<file path="src/rtl/bkpt_pkg.sv">
package bkpt_pkg;
  localparam int unsigned CODE_W = 4;

  typedef enum logic [CODE_W-1:0] {
    BS_OFF  = 4'b0000,
    BS_ARM1 = 4'b0001,
    BS_HIT1 = 4'b0010,
    BS_ARM2 = 4'b0101,
    BS_HIT2 = 4'b0110
  } bstat_e;

  // Trace code broadcast for each status
  function automatic logic [CODE_W-1:0] trace_code(bstat_e s);
    case (s)
      BS_ARM1: trace_code = 4'b0010;
      BS_HIT1: trace_code = 4'b0100;
      BS_ARM2: trace_code = 4'b1010;
      BS_HIT2: trace_code = 4'b1100;
      default: trace_code = 4'b0000;
    endcase
  endfunction

  // True when the last enabled level has fired, so a read may clear
  function automatic logic chain_done(bstat_e s, logic l2_en);
    chain_done = (s == BS_HIT2) || ((s == BS_HIT1) && !l2_en);
  endfunction
endpackage

</file>
<file path="src/rtl/bkpt_arm_ctrl.sv">
module bkpt_arm_ctrl #(
  parameter int unsigned TRIG_REGS = 2
) (
  input  logic                 clk,
  input  logic                 rst_n,
  input  logic                 cfg_wr,
  input  logic                 cfg_l2_en,
  input  logic [TRIG_REGS-1:0] trig_wr,
  output logic                 clear_req,
  output logic                 l2_en
);
  logic [TRIG_REGS-1:0] trig_any;

  // OR-reduce the trigger strobes as a chain
  generate
    for (genvar i = 0; i < TRIG_REGS; i++) begin : g_trig
      if (i == 0) begin : g_first
        assign trig_any[i] = trig_wr[i];
      end else begin : g_rest
        assign trig_any[i] = trig_any[i-1] | trig_wr[i];
      end
    end
  endgenerate

  assign clear_req = trig_any[TRIG_REGS-1];

  always_ff @(posedge clk or negedge rst_n) begin
    if (!rst_n)      l2_en <= 1'b0;
    else if (cfg_wr) l2_en <= cfg_l2_en;
  end

  // the level-2 enable follows the configuration write
  p_l2_latch_r2: assert property (@(posedge clk) disable iff (!rst_n)
    cfg_wr |=> (l2_en == $past(cfg_l2_en)));
  p_l2_hold_r2: assert property (@(posedge clk) disable iff (!rst_n)
    !cfg_wr |=> $stable(l2_en));
endmodule

</file>
<file path="src/rtl/bkpt_seq.sv">
module bkpt_seq
  import bkpt_pkg::*;
(
  input  logic   clk,
  input  logic   rst_n,
  input  logic   clear_req,
  input  logic   cfg_wr,
  input  logic   cfg_l1_en,
  input  logic   l2_en,
  input  logic   l1_hit,
  input  logic   l2_hit,
  input  logic   stat_rd,
  output bstat_e status
);
  bstat_e st_q, st_d;
  logic   quiet;
  logic   l1_fire;
  logic   l2_fire;
  logic   rd_clear_ok;

  assign quiet       = !clear_req && !cfg_wr;
  assign l1_fire     = quiet && (st_q == BS_ARM1) && l1_hit;
  assign l2_fire     = quiet && (st_q == BS_ARM2) && l2_hit;
  assign rd_clear_ok = quiet && stat_rd && chain_done(st_q, l2_en);

  always_comb begin
    st_d = st_q;
    if (clear_req)        st_d = BS_OFF;
    else if (cfg_wr)      st_d = cfg_l1_en ? BS_ARM1 : BS_OFF;
    else if (rd_clear_ok) st_d = BS_OFF;
    else if (l1_fire)     st_d = l2_en ? BS_ARM2 : BS_HIT1;
    else if (l2_fire)     st_d = BS_HIT2;
  end

  always_ff @(posedge clk or negedge rst_n) begin
    if (!rst_n) st_q <= BS_OFF;
    else        st_q <= st_d;
  end

  assign status = st_q;

  // a trigger write always lands on idle
  p_trig_clear_r8: assert property (@(posedge clk) disable iff (!rst_n)
    clear_req |=> (status == BS_OFF));
  // a configuration write overrides reads and matches
  p_cfg_arm_r10: assert property (@(posedge clk) disable iff (!rst_n)
    (!clear_req && cfg_wr) |=> (status == ($past(cfg_l1_en) ? BS_ARM1 : BS_OFF)));

  p_l1_only_r3: assert property (@(posedge clk) disable iff (!rst_n)
    (quiet && status == BS_ARM1 && l1_hit && !l2_en) |=> (status == BS_HIT1));

  p_chain_r4: assert property (@(posedge clk) disable iff (!rst_n)
    (quiet && status == BS_ARM1 && l1_hit && l2_en) |=> (status == BS_ARM2));
  p_l2_done_r4: assert property (@(posedge clk) disable iff (!rst_n)
    (quiet && status == BS_ARM2 && l2_hit) |=> (status == BS_HIT2));

  p_l2_early_r5: assert property (@(posedge clk) disable iff (!rst_n)
    (quiet && status == BS_ARM1 && l2_hit && !l1_hit) |=> (status == BS_ARM1));

  p_rd_final_r6: assert property (@(posedge clk) disable iff (!rst_n)
    (quiet && stat_rd && status == BS_HIT2) |=> (status == BS_OFF));

  p_rd_waiting_r7: assert property (@(posedge clk) disable iff (!rst_n)
    (quiet && stat_rd && !l1_hit && !l2_hit &&
     (status == BS_ARM1 || status == BS_ARM2)) |=> $stable(status));
endmodule

</file>
<file path="src/rtl/bkpt_trace_enc.sv">
module bkpt_trace_enc
  import bkpt_pkg::*;
(
  input  logic              clk,
  input  logic              rst_n,
  input  bstat_e            status,
  output logic [CODE_W-1:0] nib
);
  always_ff @(posedge clk or negedge rst_n) begin
    if (!rst_n) nib <= '0;
    else        nib <= trace_code(status);
  end

  // one-cycle lag behind the status
  p_nib_lag_r9: assert property (@(posedge clk) disable iff (!rst_n)
    1'b1 |=> (nib == trace_code($past(status))));
  // only the five defined codes appear
  p_nib_legal_r9: assert property (@(posedge clk) disable iff (!rst_n)
    (nib == 4'b0000) || (nib == 4'b0010) || (nib == 4'b0100) ||
    (nib == 4'b1010) || (nib == 4'b1100));
endmodule

</file>
<file path="src/rtl/bkpt_status_tracker.sv">
module bkpt_status_tracker
  import bkpt_pkg::*;
#(
  parameter int unsigned TRIG_REGS = 2
) (
  input  logic                 clk,
  input  logic                 rst_n,
  input  logic                 cfg_wr,
  input  logic                 cfg_l1_en,
  input  logic                 cfg_l2_en,
  input  logic                 l1_hit,
  input  logic                 l2_hit,
  input  logic                 stat_rd,
  input  logic [TRIG_REGS-1:0] trig_wr,
  output logic [3:0]           status,
  output logic [3:0]           trace_nib
);
  logic   clear_req;
  logic   l2_en;
  bstat_e st;

  bkpt_arm_ctrl #(.TRIG_REGS(TRIG_REGS)) u_arm (
    .clk      (clk),
    .rst_n    (rst_n),
    .cfg_wr   (cfg_wr),
    .cfg_l2_en(cfg_l2_en),
    .trig_wr  (trig_wr),
    .clear_req(clear_req),
    .l2_en    (l2_en)
  );

  bkpt_seq u_seq (
    .clk      (clk),
    .rst_n    (rst_n),
    .clear_req(clear_req),
    .cfg_wr   (cfg_wr),
    .cfg_l1_en(cfg_l1_en),
    .l2_en    (l2_en),
    .l1_hit   (l1_hit),
    .l2_hit   (l2_hit),
    .stat_rd  (stat_rd),
    .status   (st)
  );

  bkpt_trace_enc u_enc (
    .clk   (clk),
    .rst_n (rst_n),
    .status(st),
    .nib   (trace_nib)
  );

  assign status = st;

  // idle code straight out of reset
  p_reset_idle_r1: assert property (@(posedge clk)
    !rst_n |-> (status == 4'b0000 && trace_nib == 4'b0000));
endmodule

</file>
<file path="config.mk">
export PLATFORM = sky130hd
export DESIGN_NAME = bkpt_status_tracker
export DESIGN_NICKNAME = d
export VERILOG_FILES = /design/src/rtl/bkpt_pkg.sv /design/src/rtl/bkpt_arm_ctrl.sv /design/src/rtl/bkpt_seq.sv /design/src/rtl/bkpt_trace_enc.sv /design/src/rtl/bkpt_status_tracker.sv
export SDC_FILE = /design/constraint.sdc
export NUM_CORES = 1
export LEC_CHECK = 0
export CAP_MARGIN = 30
export CORE_AREA = 5 5 42 44
export DETAILED_ROUTE_END_ITERATION = 7
export DIE_AREA = 0 0 47 49
export RECOVER_POWER = 50
export SYNTH_ARGS = -nofsm -noshare
export SYNTH_HDL_FRONTEND = slang
export SYNTH_SLANG_ARGS = --single-unit
</file>
<file path="constraint.sdc">
create_clock -name clk -period 1.2 [get_ports clk]
set_clock_uncertainty 0.2 [all_clocks]
set_input_delay 0.24 -clock clk [delete_from_list [all_inputs] [get_ports clk]]
set_output_delay 0.24 -clock clk [all_outputs]
set_load 0.1 [all_outputs]
</file>
==> impl_summary.txt <==
----------------------------------------------------
[Run status]
  Result of the run ... complete, but fails checks
  Violations in the final reports ... setup timing

[Timing]
  Min Hold Slack ... 0.128 ns
  Endpoints failing setup ... 11
  Minimum clock period after layout ... 1.45 ns
  Minimum setup slack in the final design ... -0.247 ns
  Setup repair after global routing missed its margin ... true
  Hold Vio Cnt, Final ... 0
  Portion of the clock cycle consumed by the worst path in the final layout ... 1.21
  Highest clock frequency the design can meet ... 691 MHz
  Sum of negative setup slack ... -1.52 ns
  Count of pins over their slew limit ... 0

[GRT]
  Number of antenna violations at the first check in global routing ... 0
  Overall routing resource usage ... 0.0926
  Via count of the first global-routing pass ... 324
  Largest net degree at the start of global routing ... 8
  Global route total overflow ... 0
  First-pass GRT wire length ... 1470 um

[Place]
  Worst setup timing slack at the placement stage ... -0.434 ns
  Total placed cells including tap cells ... 64
  Global placement routability congestion ... 0.685
  Port buffer count ... 15

[Floorplan]
  Number of ports placed on the die boundary ... 18
  Die Height ... 49 um
  Die area ... 2300 um2
  Placeable core region ... 1400 um2
  Initial core utilization ... 0.244
  Width of the die ... 47 um
  Row Count ... 14

[Critical path]
  Number of buffers and inverters on the critical path ... 2
  Worst endpoint data arrival time ... 1.01 ns
  Worst path cell trace ... buf_6 -> buf_12
  Cell type of the slowest stage on the worst timing path ... sky130_fd_sc_hd__dfrtp_4
  Sort of element at the start of the critical path ... register
  Path depth of the worst reg2reg path ... 4
  Highest fanout seen on the critical path ... 2
  Required time of the critical path ... 0.76 ns
  Crit end category ... output port
  Critical Path Max Stage Delay ... 0.47 ns
  Critical path's top delay family ... flip-flops
  Number of stages on the worst setup path ... 2
  Classification of the worst setup path ... reg2out

[Clock tree]
  Clock slew at the register clock pins of the worst setup and hold paths ... 0.06 ns
  Later-pin clock latency in the skew report ... 0.25 ns
  CTS Root Buffer Type ... sky130_fd_sc_hd__clkbuf_4
  Maximum level of the CTS H-tree ... 1
  CTS Hold Buffers Added ... 0
  Clock buffer count from CTS ... 3
  Max Root-Sink Buffers ... 2
  Clk sinks ... 7
  Clock tree from TritonCTS ... yes

[Routing]
  Detailed Routing Iterations Pass 1 ... 4
  Sum of routed wire length over all layers ... 928 um
  Detailed-route wire length per cell ... 12.4 um
  DRC violation total after the first TritonRoute iteration ... 5
  DR vias ... 339
  Antenna Violating Nets Remaining ... 0
  Detailed-route DRC error count ... 0
  Via/cell ratio ... 4.52

[Synthesis]
  Number of distinct library cells after synthesis ... 23
  Portion of the post-synthesis area used by sequential elements ... 0.513
  Post-synth design cell area ... 342 um2
  FF+latch count, synth ... 7
  Mean cell area of the mapped netlist ... 11.0 um2
  Gate count of the mapped netlist ... 31
  Yosys warning count ... 0

[Final layout]
  Antenna diode count ... 0
  Total of fill cells in the finished design ... 132
  Fraction of final layout cells sized beyond drive strength 1 ... 0.508
  Most used cells in the layout excluding fill and tap cells ... sky130_fd_sc_hd__clkdlybuf4s50_1, sky130_fd_sc_hd__buf_12, sky130_fd_sc_hd__buf_6
  Most common cell after layout, fill and taps aside ... sky130_fd_sc_hd__clkdlybuf4s50_1
  Storage element area ... 190 um2
  Synth-to-layout area growth ... 107%
  Final nets ... 70
  Post-Layout Cell Count ... 75
  Total area of multi-input combinational cells ... 160 um2

[Min path]
  Worst Hold Class ... in2async

[Power]
  Total leakage power ... 0.294 nW
  Highest ir drop seen on vdd ... 0.463 mV
  Cell area power density ... 834 nW/um2
  Pwr Total ... 0.000590 W

[Flow run]
  Max-cap violations ... 0

----------------------------------------------------
-- state kept, by name, summed over array words and instances (netlist names) --
register	cells
u_arm.l2_en	1
u_enc.nib	3
u_seq.status	3
-- cells in the mapped netlist --
cell type	number	area, um2
sky130_fd_sc_hd__a21oi_2	1	8.76
sky130_fd_sc_hd__and2_1	1	6.26
sky130_fd_sc_hd__dfrtp_1	7	175
sky130_fd_sc_hd__mux2i_1	1	10.0
sky130_fd_sc_hd__nand2_1	1	3.75
sky130_fd_sc_hd__nor2b_4	1	13.8
sky130_fd_sc_hd__a311oi_1	1	8.76
sky130_fd_sc_hd__nand4_1	1	6.26
sky130_fd_sc_hd__or3_1	1	6.26
sky130_fd_sc_hd__mux2_2	1	11.3
sky130_fd_sc_hd__buf_4	2	15.0
sky130_fd_sc_hd__inv_1	1	3.75
sky130_fd_sc_hd__o21ai_0	1	5.00
sky130_fd_sc_hd__o21a_1	1	7.51
sky130_fd_sc_hd__a31oi_1	1	6.26
sky130_fd_sc_hd__nor2_1	2	7.51
sky130_fd_sc_hd__nor3b_1	1	7.51
sky130_fd_sc_hd__o21ai_1	1	5.00
sky130_fd_sc_hd__conb_1	1	3.75
sky130_fd_sc_hd__nor2b_1	1	6.26
sky130_fd_sc_hd__or2b_1	1	7.51
sky130_fd_sc_hd__and2b_1	1	7.51
sky130_fd_sc_hd__a31o_1	1	8.76
-- logic make-up after synthesis --
| family | share of synthesized area |
|---|---|
| flip-flops | 0.513 |
| multiplexers | 0.0623 |
| other | 0.0110 |
| buffers and inverters | 0.0549 |
| AO/OA/AOI/OAI | 0.147 |
| AND/OR/NAND/NOR | 0.213 |
-- area by class of cell --
cell class / instances / area share
Clock buffer: 4 / 0.0372
Inverter: 1 / 0.00531
Multi-Input combinational cell: 22 / 0.227
Sequential cell: 7 / 0.269
Tap cell: 16 / 0.0283
Timing Repair Buffer: 25 / 0.434
-- per-stage QoR --
step	utilization	area, um2
after detailed placement	0.427	598
after global routing	0.504	707
after global placement	0.427	598
after floorplan	-	360
final	0.504	707
after CTS	0.482	676
-- per-layer routing --
metal,wire length [um],GRT usage,up-vias
met1,330,0.111,161
met2,466,0.129,17
met5,0,0,-
li1,-,-,159
met3,117,0.0443,2
met4,14,0.0553,0
-- power breakdown --
| group | leakage [nW] | switching, W | internal, W | total (W) |
|---|---|---|---|---|
| Sequential | 0.0842 | 0.00000750 | 0.000243 | 0.000250 |
| Clock | 0.0150 | 0.0000913 | 0.000127 | 0.000218 |
| Combinational | 0.194 | 0.0000683 | 0.0000530 | 0.000121 |
-- worst reg2reg max path, stage by stage, from the launching register on --
cell                      delay (ns)
sky130_fd_sc_hd__dfrtp_4        0.47
sky130_fd_sc_hd__buf_4          0.16
sky130_fd_sc_hd__or2b_1         0.21
sky130_fd_sc_hd__a31o_1         0.19
sky130_fd_sc_hd__a21oi_2        0.10
-- path summary, 6_finish.rpt --
check	slack [ns]	from	endpoint
max in group asynchronous	0.38	rst_n	u_seq.status[1]
min reg2reg	0.41	u_arm.l2_en	u_arm.l2_en
min	0.13	rst_n	u_seq.status[2]
max reg2reg	-0.22	u_seq.status[2]	u_seq.status[1]
max	-0.25	u_seq.status[2]	status[2]
min in group clk	0.31	cfg_wr	u_arm.l2_en
-- timing repair --
item | 4_1_cts | 5_1_grt
buffers inserted | 5 | 3
gates resized for setup | 5 | 4
pin swaps | 1 | 0
gates cloned | 0 | 0
setup endpoints to repair | 10 | 10
Power figures use the tool's default switching activity.
